**config.mk**
```make
export PLATFORM = sky130hd
export DESIGN_NAME = timing_src_policy
export DESIGN_NICKNAME = d
export VERILOG_FILES = /design/src/rtl/tsel_pkg.sv /design/src/rtl/tsel_mode_lookup.sv /design/src/rtl/tsel_out_stage.sv /design/src/rtl/timing_src_policy.sv
export SDC_FILE = /design/constraint.sdc
export NUM_CORES = 1
export LEC_CHECK = 0
export BUFFER_PORTS_ARGS = -buffer_cell sky130_fd_sc_hd__buf_4
export CAP_MARGIN = 5
export CELL_PAD_IN_SITES_DETAIL_PLACEMENT = 1
export CELL_PAD_IN_SITES_GLOBAL_PLACEMENT = 1
export CORE_UTILIZATION = 25
export CTS_CLUSTER_DIAMETER = 100
export DETAILED_ROUTE_END_ITERATION = 16
export PLACE_DENSITY = 0.91
export SLEW_MARGIN = 20
export SYNTH_ARGS = -nofsm -noshare
export SYNTH_HDL_FRONTEND = slang
export SYNTH_SLANG_ARGS = --single-unit
```
**constraint.sdc**
```tcl
create_clock -name clk -period 0.8 [get_ports clk]
set_input_delay 0.04 -clock clk [delete_from_list [all_inputs] [get_ports clk]]
set_output_delay 0.04 -clock clk [all_outputs]
set_load 0.005 [all_outputs]
```
**src/rtl/tsel_pkg.sv**
```systemverilog
package tsel_pkg;

   // which of the three stored codes drives an output
   typedef enum logic [1:0] {
      SET_MANUAL = 2'd0,
      SET_BEAM   = 2'd1,
      SET_NOBEAM = 2'd2
   } set_e;

   function automatic set_e pick_set(input logic auto_en, input logic beam_on);
      if (!auto_en)     return SET_MANUAL;
      else if (beam_on) return SET_BEAM;
      else              return SET_NOBEAM;
   endfunction

endpackage

```
**src/rtl/tsel_mode_lookup.sv**
```systemverilog
module tsel_mode_lookup #(
   parameter int MODE_W = 8,
   parameter int POL_W  = 32
) (
   input  logic [MODE_W-1:0] mode_i,
   input  logic [POL_W-1:0]  policy_i,
   output logic              beam_o
);
   localparam int IDX_W = $clog2(POL_W);
   localparam logic [MODE_W:0] POL_LIM = (MODE_W+1)'(POL_W);

   if (POL_W < 2)      begin : g_bad_pol  $error("POL_W must be at least 2"); end
   if (MODE_W < IDX_W) begin : g_bad_mode $error("MODE_W too narrow to index the policy"); end

   logic in_range;

   always_comb begin
      in_range = ({1'b0, mode_i} < POL_LIM);
      beam_o   = in_range && policy_i[mode_i[IDX_W-1:0]];
   end

endmodule

```
**src/rtl/tsel_out_stage.sv**
```systemverilog
module tsel_out_stage
   import tsel_pkg::*;
#(
   parameter int W        = 1,
   parameter int CODE_MAX = 1
) (
   input  logic         clk,
   input  logic         rst_n,
   input  logic         auto_i,
   input  logic         beam_i,
   input  logic [W-1:0] man_i,
   input  logic [W-1:0] beam_code_i,
   input  logic [W-1:0] nob_code_i,
   output logic [W-1:0] sel_q
);
   localparam logic [W-1:0] CODE_LIM = W'(CODE_MAX);
   localparam int           FULL_MAX = (1 << W) - 1;

   if (W < 1 || W > 8)                  begin : g_bad_w   $error("W out of range"); end
   if (CODE_MAX < 1 || CODE_MAX > FULL_MAX) begin : g_bad_max $error("CODE_MAX out of range"); end

   set_e         act;
   logic [W-1:0] pick;
   logic [W-1:0] pick_fit;

   always_comb begin
      act = pick_set(auto_i, beam_i);
      unique case (act)
         SET_BEAM:   pick = beam_code_i;
         SET_NOBEAM: pick = nob_code_i;
         default:    pick = man_i;
      endcase
   end

   // clamp variant only when the code space has illegal values
   if (CODE_MAX < FULL_MAX) begin : g_clamp
      assign pick_fit = (pick > CODE_LIM) ? CODE_LIM : pick;
   end else begin : g_pass
      assign pick_fit = pick;
   end

   always_ff @(posedge clk or negedge rst_n) begin
      if (!rst_n) sel_q <= '0;
      else        sel_q <= pick_fit;
   end


   manual_follow_chk: assert property (@(posedge clk) disable iff (!rst_n)
      (!auto_i && man_i <= CODE_LIM) |=> (sel_q == $past(man_i)));


   beam_follow_chk: assert property (@(posedge clk) disable iff (!rst_n)
      (auto_i && beam_i && beam_code_i <= CODE_LIM) |=> (sel_q == $past(beam_code_i)));


   nobeam_follow_chk: assert property (@(posedge clk) disable iff (!rst_n)
      (auto_i && !beam_i && nob_code_i <= CODE_LIM) |=> (sel_q == $past(nob_code_i)));


   code_range_chk: assert property (@(posedge clk) disable iff (!rst_n)
      sel_q <= CODE_LIM);

endmodule

```
**src/rtl/timing_src_policy.sv**
```systemverilog
module timing_src_policy #(
   parameter int N_BC   = 3,
   parameter int N_ORB  = 2,
   parameter int MODE_W = 8,
   parameter int POL_W  = 32
) (
   input  logic                          clk,
   input  logic                          rst_n,
   input  logic [N_BC+N_ORB+1:0]         work_auto,
   input  logic [POL_W-1:0]              beam_policy,
   input  logic [MODE_W-1:0]             machine_mode,
   input  logic [N_BC-1:0]               bc_man_code,
   input  logic [N_BC-1:0]               bc_beam_code,
   input  logic [N_BC-1:0]               bc_nobeam_code,
   input  logic [1:0]                    bcm_man_code,
   input  logic [1:0]                    bcm_beam_code,
   input  logic [1:0]                    bcm_nobeam_code,
   input  logic [N_ORB-1:0]              orb_man_code,
   input  logic [N_ORB-1:0]              orb_beam_code,
   input  logic [N_ORB-1:0]              orb_nobeam_code,
   input  logic [1:0]                    orbm_man_code,
   input  logic [1:0]                    orbm_beam_code,
   input  logic [1:0]                    orbm_nobeam_code,
   output logic [N_BC-1:0]               bc_sel_q,
   output logic [1:0]                    bcm_sel_q,
   output logic [N_ORB-1:0]              orb_sel_q,
   output logic [1:0]                    orbm_sel_q,
   output logic                          beam_q
);
   // working-mode bit positions
   localparam int BCM_BIT  = N_BC;
   localparam int ORB0_BIT = N_BC + 1;
   localparam int ORBM_BIT = N_BC + N_ORB + 1;
   localparam int BCM_MAX  = 3;   // internal, reference, second, first
   localparam int ORBM_MAX = 2;   // first orbit, second orbit, internal
   localparam logic [MODE_W:0] POL_LIM = (MODE_W+1)'(POL_W);

   if (N_BC < 1 || N_ORB < 1) begin : g_bad_cnt   $error("need at least one clock and one orbit"); end
   if (MODE_W > 16)           begin : g_bad_modew $error("MODE_W too wide"); end

   logic beam_c;

   tsel_mode_lookup #(.MODE_W(MODE_W), .POL_W(POL_W)) u_lookup (
      .mode_i   (machine_mode),
      .policy_i (beam_policy),
      .beam_o   (beam_c)
   );

   always_ff @(posedge clk or negedge rst_n) begin
      if (!rst_n) beam_q <= 1'b0;
      else        beam_q <= beam_c;
   end

   for (genvar i = 0; i < N_BC; i++) begin : g_bc
      tsel_out_stage #(.W(1), .CODE_MAX(1)) u_stage (
         .clk         (clk),
         .rst_n       (rst_n),
         .auto_i      (work_auto[i]),
         .beam_i      (beam_c),
         .man_i       (bc_man_code[i]),
         .beam_code_i (bc_beam_code[i]),
         .nob_code_i  (bc_nobeam_code[i]),
         .sel_q       (bc_sel_q[i])
      );
   end

   tsel_out_stage #(.W(2), .CODE_MAX(BCM_MAX)) u_bcm (
      .clk         (clk),
      .rst_n       (rst_n),
      .auto_i      (work_auto[BCM_BIT]),
      .beam_i      (beam_c),
      .man_i       (bcm_man_code),
      .beam_code_i (bcm_beam_code),
      .nob_code_i  (bcm_nobeam_code),
      .sel_q       (bcm_sel_q)
   );

   for (genvar j = 0; j < N_ORB; j++) begin : g_orb
      tsel_out_stage #(.W(1), .CODE_MAX(1)) u_stage (
         .clk         (clk),
         .rst_n       (rst_n),
         .auto_i      (work_auto[ORB0_BIT+j]),
         .beam_i      (beam_c),
         .man_i       (orb_man_code[j]),
         .beam_code_i (orb_beam_code[j]),
         .nob_code_i  (orb_nobeam_code[j]),
         .sel_q       (orb_sel_q[j])
      );
   end

   tsel_out_stage #(.W(2), .CODE_MAX(ORBM_MAX)) u_orbm (
      .clk         (clk),
      .rst_n       (rst_n),
      .auto_i      (work_auto[ORBM_BIT]),
      .beam_i      (beam_c),
      .man_i       (orbm_man_code),
      .beam_code_i (orbm_beam_code),
      .nob_code_i  (orbm_nobeam_code),
      .sel_q       (orbm_sel_q)
   );


   mode_range_chk: assert property (@(posedge clk) disable iff (!rst_n)
      ({1'b0, machine_mode} >= POL_LIM) |=> !beam_q);


   orbm_legal_chk: assert property (@(posedge clk) disable iff (!rst_n)
      (orbm_sel_q != 2'd3));


   reset_state_chk: assert property (@(posedge clk)
      !rst_n |-> (bc_sel_q == '0 && bcm_sel_q == '0 && orb_sel_q == '0
                  && orbm_sel_q == '0 && !beam_q));

endmodule

```
## Yosys cells after proc, flatten, opt, wreduce, memory -nomap -nowiden

Cells that the tools add are included.

- Register bits: 10
- Bits of input ports: 76
- Output and inout bits: 10
- Logic and storage cells: 44

- Order comparisons: 3
- Equal/unequal tests: 14
- Mux-type cells: 18
- Reduce and logical (&&, ||, !) cells: 1

Operators by type and width:

| operator | number |
|---|---|
| $mux 2 | 9 |
| $eq 2x1->1 const B | 7 |
| $eq 2x2->1 const B | 7 |
| $pmux 1 s2 | 5 |
| $lt 8x6->1 const B | 1 |
| $pmux 2 s2 | 2 |
| $lt 5x6->1 const B | 1 |
| $bmux 1 s5 | 1 |
| $gt 2x2->1 const B | 1 |
| $logic_and 1x1->1 | 1 |
| $mux 1 | 1 |

## Depth between registers and ports, before layout

Gate-level depths: netlist of run 1.

- Word-level depth: 9
- Depth in mapped cells: 8
- Gate-level depth less buffers: 6

## Cells and area by module

Synthesis of run 1 repeated with hierarchy kept, for this count alone.

- Cell total of the unflattened synthesis: 61
- Area, all modules: 738.2 um^2

Modules (own cells, without submodules):

| module | times used | cells each | area each (um^2) |
|---|---|---|---|
| tsel_mode_lookup | 1 | 24 | 307.8 |
| tsel_out_stage (g_bc[0].u_stage ...) | 5 | 4 | 43.8 |
| tsel_out_stage (u_orbm) | 1 | 8 | 98.8 |
| tsel_out_stage (u_bcm) | 1 | 8 | 87.6 |
| timing_src_policy | 1 | 1 | 25.0 |

## Worst setup path after synthesis of run 1

OpenSTA, ideal clock, no wires.

- Path kind: input to register
- Start: input machine_mode[2]
- End: register u_orbm.sel_q[1]
- Setup time: 0.124 ns
- Arrival: 1.435 ns
- Required time: 0.676 ns
- Path slack: -0.759 ns
- Cell stages on the path: 6
- Buffers on the path: 1
- Path through: buf_6 -> mux4_2 -> o211ai_1 -> nand4_1 -> a41o_1 -> or2_1

- Word-level cells in the longest chain between the ends: 9

RTL lines:

| item | line | text |
|---|---|---|
| start, declared | timing_src_policy.sv:11 | `input logic [MODE_W-1:0] machine_mode,` |
| $bmux 1 s5 | tsel_mode_lookup.sv:19 | `beam_o = in_range && policy_i[mode_i[IDX_W-1:0]];` |
| $mux 1 (not written as such) | tsel_mode_lookup.sv:19 |  |
| $logic_and 1x1->1 * | tsel_mode_lookup.sv:19 |  |
| $mux 2 * | tsel_pkg.sv:12 | `else if (beam_on) return SET_BEAM;` |
| $mux 2 * | tsel_pkg.sv:11 | `if (!auto_en) return SET_MANUAL;` |
| $eq 2x2->1 / $eq 2x1->1 (equally long branches) | tsel_out_stage.sv:28 | `unique case (act)` |
| $pmux 2 s2 * | tsel_out_stage.sv:28 |  |
| $gt 2x2->1 | tsel_out_stage.sv:37 | `assign pick_fit = (pick > CODE_LIM) ? CODE_LIM : pick;` |
| $mux 2 * | tsel_out_stage.sv:37 |  |
| net u_orbm.pick_fit[1] | tsel_out_stage.sv:24 | `logic [W-1:0] pick_fit;` |
| end signal, assigned | tsel_out_stage.sv:44 | `else sel_q <= pick_fit;` |
| end, declared | tsel_out_stage.sv:14 | `output logic [W-1:0] sel_q` |

Mark *: on every way through the listed nets, which the timed path passes. The rest lies on a longest branch. The select of a mux whose other input is x is not followed.

## Worst setup path after layout of run 1

- Start: input machine_mode[1]
- End: register g_bc[2].u_stage.sel_q

- Word-level cells in the longest chain between the ends: 7

RTL lines:

| item | line | text |
|---|---|---|
| $bmux 1 s5 | tsel_mode_lookup.sv:19 |  |
| $mux 1 (not written as such) | tsel_mode_lookup.sv:19 |  |
| $logic_and 1x1->1 * | tsel_mode_lookup.sv:19 |  |
| $mux 2 * | tsel_pkg.sv:12 |  |
| $mux 2 * | tsel_pkg.sv:11 |  |
| $eq 2x2->1 / $eq 2x1->1 (equally long branches) | tsel_out_stage.sv:28 |  |
| $pmux 1 s2 * | tsel_out_stage.sv:28 |  |
| net g_bc[2].u_stage.pick | tsel_out_stage.sv:23 | `logic [W-1:0] pick;` |
| end signal, assigned | tsel_out_stage.sv:44 |  |
| end, declared | tsel_out_stage.sv:14 |  |

Marked as above.

==> metrics.log, run 1 <==
INFO  metric avgViaCountPerCell = 4.75
INFO  metric leakage_power_total = around 0.87 nW
INFO  metric multi_input_gate_area_in_the_final_layout = between 500 and 600 µm²
INFO  metric critPathTopFamily = compound AO/OA/AOI/OAI gates
INFO  metric first_global_vias = approximately 1.2k
INFO  metric worstPathBufferInverterCount = 3
INFO  metric worst_path_largest_cell_delay = 0.31 ns
INFO  metric rows = 20
INFO  metric layout_common_cells = sky130_fd_sc_hd__buf_4 (86), sky130_fd_sc_hd__mux2i_1 (14), sky130_fd_sc_hd__buf_6 (11)
INFO  metric layout.cell_area.non_filler = between 1500 and 2000 µm²
INFO  metric gp_routability_congestion = around 0.76
INFO  metric synth_top_family_by_area = multiplexers
INFO  metric grt_first_pass_wirelength = around 5600 µm
INFO  metric first_iter_violations = 31
INFO  metric hold_viol = 0
INFO  metric fin_worst_hold_slack = about 0.020 ns
INFO  metric final_core_util = 56.3%
INFO  metric grt_max_degree = 11
INFO  metric cts-root-buf = sky130_fd_sc_hd__clkbuf_4
INFO  metric critPathSlowestCell = sky130_fd_sc_hd__o311a_1
INFO  metric required = approximately 0.97 ns
INFO  metric timing_max_transition_violations_final = 0
INFO  metric power_per_cell_area = roughly 940 nW/µm²
INFO  metric path_cells = buf_12, buf_12, mux2_4, o311a_1, o211ai_2, a41oi_2, buf_6, mux2i_1, a21oi_1
INFO  metric tightest_slew = 0.287 ns
INFO  metric antenna_left = 0
INFO  metric fill_cells = roughly 360
INFO  metric rsz0062_at_grt = yes
INFO  metric critPathArrivalTime = approximately 1.7 ns
INFO  metric synthXorXnorAreaFrac = 0%
INFO  metric place_ws = -1.06 ns
INFO  metric layout.nets = approximately 260
INFO  metric inserted_clock_buffers = 3
INFO  metric grt_antenna_before_repair = 0
INFO  metric post-route-drc-count = 0
INFO  metric timing.max_slew.rel_slack = between 80% and 90%
INFO  metric drt-wirelength-per-cell = 16.3 µm
INFO  metric drive_above_1_share = between 60 and 70%
INFO  metric syn_area_per_cell = roughly 10 µm²
INFO  metric dp_hpwl = approximately 3000 µm
INFO  metric ioPinCount = 86
INFO  metric post_synth_mux_area_share = between 20% and 30%
INFO  metric run_status = complete, but fails checks
INFO  metric groute.usage.overall = just over 20%
INFO  metric area_growth_syn_to_layout = 106%
INFO  metric detailroute.via_count = between 1k and 1.5k
INFO  metric hp-class = primary input to flop
INFO  metric final_common_cell = sky130_fd_sc_hd__buf_4
INFO  metric clock_sinks = 10
INFO  metric compound_gate_fraction_of_synth_area = between 15 and 20%
INFO  metric cp-end-kind = flop
INFO  metric violations = setup timing
INFO  metric yosys_register_bits = 10
INFO  metric maxClockFrequency = 0.643 GHz
INFO  metric port_buffers = 85
INFO  metric globalRoute.totalOverflow = 0
INFO  metric final_critical_path_setup_slack = -0.755 ns
INFO  metric path_clk_slew = roughly 0.06 ns
INFO  metric drt_pre_antenna_iters = 4
INFO  metric synth-seq-area-share = between 20% and 30%
INFO  metric timing.max_cap.violations = 0
INFO  metric netlist-cell-type-count = 29
INFO  metric dpl-instance-area = 1580 µm²
INFO  metric synth-simple-area-share = about an eighth
INFO  metric yosysWarningCount = 0
INFO  metric cp_max_fo = 6
INFO  metric critical_path.startpoint_type = primary input
INFO  metric core_ar = roughly 3200 µm²
INFO  metric total_chip_power = ~0.0017 W
INFO  metric drt-total-wl = ~3700 µm
INFO  metric synth_net_count = approximately 160
INFO  metric synth.cell_area = around 860 µm²
INFO  metric clock_tree_from_tritoncts = built
INFO  metric timing_worst_setup_path_type = primary input to flop
INFO  metric die_height = between 60 and 70 µm
INFO  metric seq_area = roughly 250 µm²
INFO  metric die_area = between 3000 and 4000 µm²
INFO  metric post_synth_inst_count = 83
INFO  metric period_share = 194%
INFO  metric path_common_cell = sky130_fd_sc_hd__buf_12
INFO  metric post_synth_fa_ha_maj_area_fraction = 0%
INFO  metric insertedDiodeCount = 0
INFO  metric max-vdd-ir-drop = between 0.0006 and 0.0007 V
INFO  metric die_width = ~60 µm
INFO  metric finalCriticalPeriod = 1.56 ns
INFO  metric floorplan.initialDensity = 27.3%
INFO  metric cts_buffer_depth = 2
INFO  metric cts.htree.levels = 1
INFO  metric setup_viol = 12
## what timing repair did
action                                  in CTS  in global routing
pin swaps                                   10                 11
endpoints found under the hold margin       17                  0
hold buffers                                 7                  0
endpoints found under the setup margin      14                 20
setup buffers                                2                  1
resized for setup                           14                  8
## path summary, 6_finish.rpt
check | start | slack (ns) | cells after the start | to
max in group asynchronous | rst_n | 0.51 | 2 | u_bcm.sel_q[0]$_DFF_PN0_
setup / recovery | machine_mode[1] | -0.76 | 9 | g_bc[2].u_stage.sel_q$_DFF_PN0_
hold / removal | orb_man_code[0] | 0.02 | 3 | g_orb[0].u_stage.sel_q$_DFF_PN0_
min in group asynchronous | rst_n | 0.15 | 2 | u_orbm.sel_q[1]$_DFF_PN0_
## tightest hold or removal path: stages
cell and delay, ns:
sky130_fd_sc_hd__buf_4 0.08, sky130_fd_sc_hd__nor2_1 0.03, sky130_fd_sc_hd__a21oi_1 0.09
## power by group
group	internal (W)	leakage [nW]	switching (W)	total, W
clock	0.000174	0.0138	0.000164	0.000338
combinational	0.000510	0.741	0.000256	0.000765
sequential	0.000546	0.118	0.0000195	0.000565
## routing by layer
| layer | wire length (µm) | track usage, % |
|---|---|---|
| met2 | 2260 | 45.4 |
| met3 | 202 | 3.20 |
| met5 | 0 | 0 |
| met4 | 71 | 4.87 |
| met1 | 1170 | 18.8 |
## metrics by stage
| step | std cells | setup TNS (ns) |
|---|---|---|
| final | 227 | -6.58 |
| after detailed placement | 214 | -9.98 |
| after CTS | 226 | -6.84 |
| after floorplan | 83 | -6.52 |
| after global routing | 227 | -7.34 |
| after global placement | 214 | -9.36 |
## layout make-up
| class | count | area share [%] |
|---|---|---|
| inverter | 4 | 0.846 |
| timing repair buffer | 107 | 50.4 |
| clock buffer | 3 | 1.27 |
| sequential | 10 | 14.1 |
| multi-input combinational | 59 | 30.3 |
| tap | 44 | 3.10 |
## logic make-up after synthesis
group / after synthesis
simple gates: 21
compound gates: 19
mux: 19
buf+inv: 14
flops: 10
## registers in the layout (all words and copies together) (netlist names)
register / count
g_bc.u_stage.sel_q: 3
g_orb.u_stage.sel_q: 2
u_bcm.sel_q: 2
u_orbm.sel_q: 2
beam_q: 1
## Yosys cell counts
cell type,number,area share [%]
sky130_fd_sc_hd__nand3b_4,1,2.3
sky130_fd_sc_hd__buf_4,5,4.4
sky130_fd_sc_hd__inv_1,4,1.7
sky130_fd_sc_hd__nand4_1,1,0.73
sky130_fd_sc_hd__o211ai_2,1,1.5
sky130_fd_sc_hd__nand2_1,1,0.44
sky130_fd_sc_hd__mux2_1,1,1.3
sky130_fd_sc_hd__buf_1,1,0.44
sky130_fd_sc_hd__mux2i_1,14,16
sky130_fd_sc_hd__dfrtp_1,10,29
sky130_fd_sc_hd__nand3_1,2,1.2
sky130_fd_sc_hd__nor3_1,1,0.58
sky130_fd_sc_hd__a311oi_1,1,1.0
sky130_fd_sc_hd__or2_1,1,0.73
sky130_fd_sc_hd__mux4_1,2,6.1
sky130_fd_sc_hd__nor2_1,10,4.4
sky130_fd_sc_hd__a41o_1,1,1.2
sky130_fd_sc_hd__o311a_1,1,1.2
sky130_fd_sc_hd__a22oi_1,2,1.7
sky130_fd_sc_hd__a41oi_1,1,1.0
sky130_fd_sc_hd__mux4_2,2,5.2
sky130_fd_sc_hd__clkbuf_1,1,0.44
sky130_fd_sc_hd__a41oi_2,1,1.9
sky130_fd_sc_hd__buf_6,3,3.9
sky130_fd_sc_hd__nor2b_1,4,2.9
sky130_fd_sc_hd__o2111ai_1,2,2.0
sky130_fd_sc_hd__a211oi_2,1,1.5
sky130_fd_sc_hd__a21oi_1,7,4.1
sky130_fd_sc_hd__o211ai_1,1,0.87
Note: power is estimated with default switching activity, not from simulation.
==> inputs of run 2 (changes only) <==
--- a/config.mk
+++ b/config.mk
@@ -9,10 +9,10 @@
 export CAP_MARGIN = 5
 export CELL_PAD_IN_SITES_DETAIL_PLACEMENT = 1
 export CELL_PAD_IN_SITES_GLOBAL_PLACEMENT = 1
-export CORE_UTILIZATION = 25
+export CORE_UTILIZATION = 24
 export CTS_CLUSTER_DIAMETER = 100
 export DETAILED_ROUTE_END_ITERATION = 16
-export PLACE_DENSITY = 0.91
+export PLACE_DENSITY = 0.88
 export SLEW_MARGIN = 20
 export SYNTH_ARGS = -nofsm -noshare
 export SYNTH_HDL_FRONTEND = slang
==> constraint.sdc (replaced) <==
create_clock -name clk -period 1.72 [get_ports clk]
set_input_delay 0.086 -clock clk [delete_from_list [all_inputs] [get_ports clk]]
set_output_delay 0.086 -clock clk [all_outputs]
set_load 0.005 [all_outputs]
==> metrics.log, run 2 (synthesis gave the netlist of run 1 again) <==
INFO  metric run_status = finished clean
INFO  metric path_clk_slew = ~0.060 ns
INFO  metric critPathTopFamily = compound AO/OA/AOI/OAI gates
INFO  metric cts_buffer_depth = 2
INFO  metric finalCriticalPeriod = between 1.5 and 2 ns
INFO  metric timing.max_slew.rel_slack = about three quarters
INFO  metric detailroute.via_count = approximately 1k
INFO  metric cp_max_fo = 6
INFO  metric grt_max_degree = 11
INFO  metric drive_above_1_share = 60.7%
INFO  metric dp_hpwl = 2810 µm
INFO  metric largest_register_ffs = 3
INFO  metric timing_worst_setup_path_type = primary input to flop
INFO  metric floorplan.initialDensity = between 20% and 30%
INFO  metric cp-end-kind = flop
INFO  metric groute.layer.met3.usage = 4.14%
INFO  metric final_critical_path_setup_slack = 0.114 ns
INFO  metric path_cells = buf_4, buf_12, mux2i_2, a311oi_2, o211ai_1, a41oi_2, buf_6, mux2i_4, a21oi_2
INFO  metric drt-total-wl = 3280 µm
INFO  metric maxClockFrequency = 0.623 GHz
INFO  metric grt_first_pass_wirelength = 4590 µm
INFO  metric layout.nets = 250
INFO  metric grt_antenna_before_repair = 0
INFO  metric place_ws = -0.225 ns
INFO  metric final_common_cell = sky130_fd_sc_hd__buf_4
INFO  metric antenna_left = 0
INFO  metric groute.usage.overall = 16.6%
INFO  metric gr-usage-met2 = about a third
INFO  metric first_iter_violations = 23
INFO  metric numPlacedInstances = 209
INFO  metric hp-class = primary input to flop
INFO  metric required = between 1.5 and 2 ns
INFO  metric cts-root-buf = sky130_fd_sc_hd__clkbuf_4
INFO  metric drt_pre_antenna_iters = 4
INFO  metric clock_tree_from_tritoncts = built
INFO  metric die_width = 61.9 µm
INFO  metric port_buffers = between 80 and 90
INFO  metric globalRoute.totalOverflow = 0
INFO  metric max-vdd-ir-drop = 0.000269 V
INFO  metric rows = 21
INFO  metric area_growth_syn_to_layout = 91.9%
INFO  metric max_flop_register = g_bc.u_stage.sel_q
INFO  metric worstPathBufferInverterCount = 3
INFO  metric critical_path.startpoint_type = primary input
INFO  metric avgViaCountPerCell = approximately 4.6
INFO  metric grt_most_used_layer = met2
INFO  metric insertedDiodeCount = 0
INFO  metric period_share = slightly above 90%
INFO  metric die_area = approximately 3800 µm²
INFO  metric tightest_slew = around 0.38 ns
INFO  metric gr-usage-met1 = 16.9%
INFO  metric gp_routability_congestion = between 0.7 and 0.8
INFO  metric post_layout_nonfiller_instances = approximately 220
INFO  metric layout_common_cells = sky130_fd_sc_hd__buf_4 (89), sky130_fd_sc_hd__mux2i_1 (12), sky130_fd_sc_hd__nor2_1 (10), sky130_fd_sc_hd__dfrtp_1 (10), sky130_fd_sc_hd__a21oi_1 (6)
INFO  metric ioPinCount = 86
INFO  metric clock_sinks = 10
INFO  metric cts.htree.levels = 1
INFO  metric post-route-drc-count = 0
INFO  metric worst_path_largest_cell_delay = ~0.30 ns
INFO  metric leakage_power_total = roughly 0.81 nW
INFO  metric setup_viol = 0
INFO  metric rsz0062_at_grt = no
INFO  metric drt-wirelength-per-cell = approximately 15 µm
INFO  metric die_height = ~62 µm
INFO  metric hold_viol = 0
INFO  metric power_per_cell_area = between 400 and 500 nW/µm²
INFO  metric critPathArrivalTime = about 1.8 ns
INFO  metric fill_cells = roughly 390
INFO  metric timing.max_cap.violations = 0
INFO  metric timing_max_transition_violations_final = 0
INFO  metric critPathSlowestCell = sky130_fd_sc_hd__a41oi_2
INFO  metric core_ar = about 3400 µm²
INFO  metric first_global_vias = 1,092
INFO  metric inserted_clock_buffers = 3
==> run 2: cell types whose count changed in the layout (fill, tap and decap cells not counted), moves of 2 or more <==
| cell | previous run | this run |
|---|---|---|
| sky130_fd_sc_hd__o2111ai_2 | 2 | 0 |
| sky130_fd_sc_hd__mux2i_1 | 14 | 12 |
| sky130_fd_sc_hd__buf_4 | 86 | 89 |
| sky130_fd_sc_hd__o2111ai_1 | 0 | 2 |
| sky130_fd_sc_hd__buf_6 | 11 | 1 |
| sky130_fd_sc_hd__dlygate4sd3_1 | 7 | 5 |
==> run 2: path summary, 6_finish.rpt <==
check | start | to | slack [ns] | depth (start not counted)
setup / recovery | machine_mode[1] | g_orb[1].u_stage.sel_q$_DFF_PN0_ | 0.11 | 9
max in group asynchronous | rst_n | u_orbm.sel_q[1]$_DFF_PN0_ | 1.36 | 2
hold / removal | work_auto[3] | u_bcm.sel_q[0]$_DFF_PN0_ | 0.009 | 2
min in group asynchronous | rst_n | g_orb[1].u_stage.sel_q$_DFF_PN0_ | 0.22 | 2
==> run 2: cell type report <==
class | count | area [µm²] | share of cell area [%]
tap | 46 | 57.6 | 3.48
inverter | 4 | 15.0 | 0.909
multi-input combinational | 59 | 543 | 32.9
timing repair buffer | 96 | 749 | 45.4
sequential | 10 | 250 | 15.2
clock buffer | 4 | 36.3 | 2.20
==> run 2: report_power, final <==
group	internal (W)	total, W	switching (W)
combinational	0.000206	0.000317	0.000110
clock	0.000129	0.000211	0.0000818
sequential	0.000254	0.000259	0.00000561
==> run 2: what timing repair did <==
| action | 4_1_cts | 5_1_grt |
|---|---|---|
| hold buffers | 5 | 0 |
| pin swaps | 1 | 4 |
| hold endpoints to repair | 14 | 0 |
| setup endpoints to repair | 1 | 1 |
| setup buffers | 0 | 1 |
| gates resized for setup | 0 | 6 |
==> run 2: metal layers <==
layer  share of wire (%)  vias up
li1                    -      489
met1                  32      473
met2                  60       48
met3                 7.0        4
met4                 1.4        0
met5                   0        -
==> run 2: per-stage QoR <==
step / TNS [ns] / utilization [%] / hold slack [ns] / total power, W / instance area (µm²)
after floorplan: 0 / - / -0.210 / 0.000379 / 861
after global placement: -0.699 / 45.1 / -0.0828 / 0.000547 / 1530
after detailed placement: -1.66 / 45.1 / -0.0791 / 0.000561 / 1530
after CTS: 0 / 47.6 / 0.00328 / 0.000784 / 1610
after global routing: 0 / 48.7 / 0.000546 / 0.000826 / 1650
final: 0 / 48.7 / 0.00928 / 0.000786 / 1650
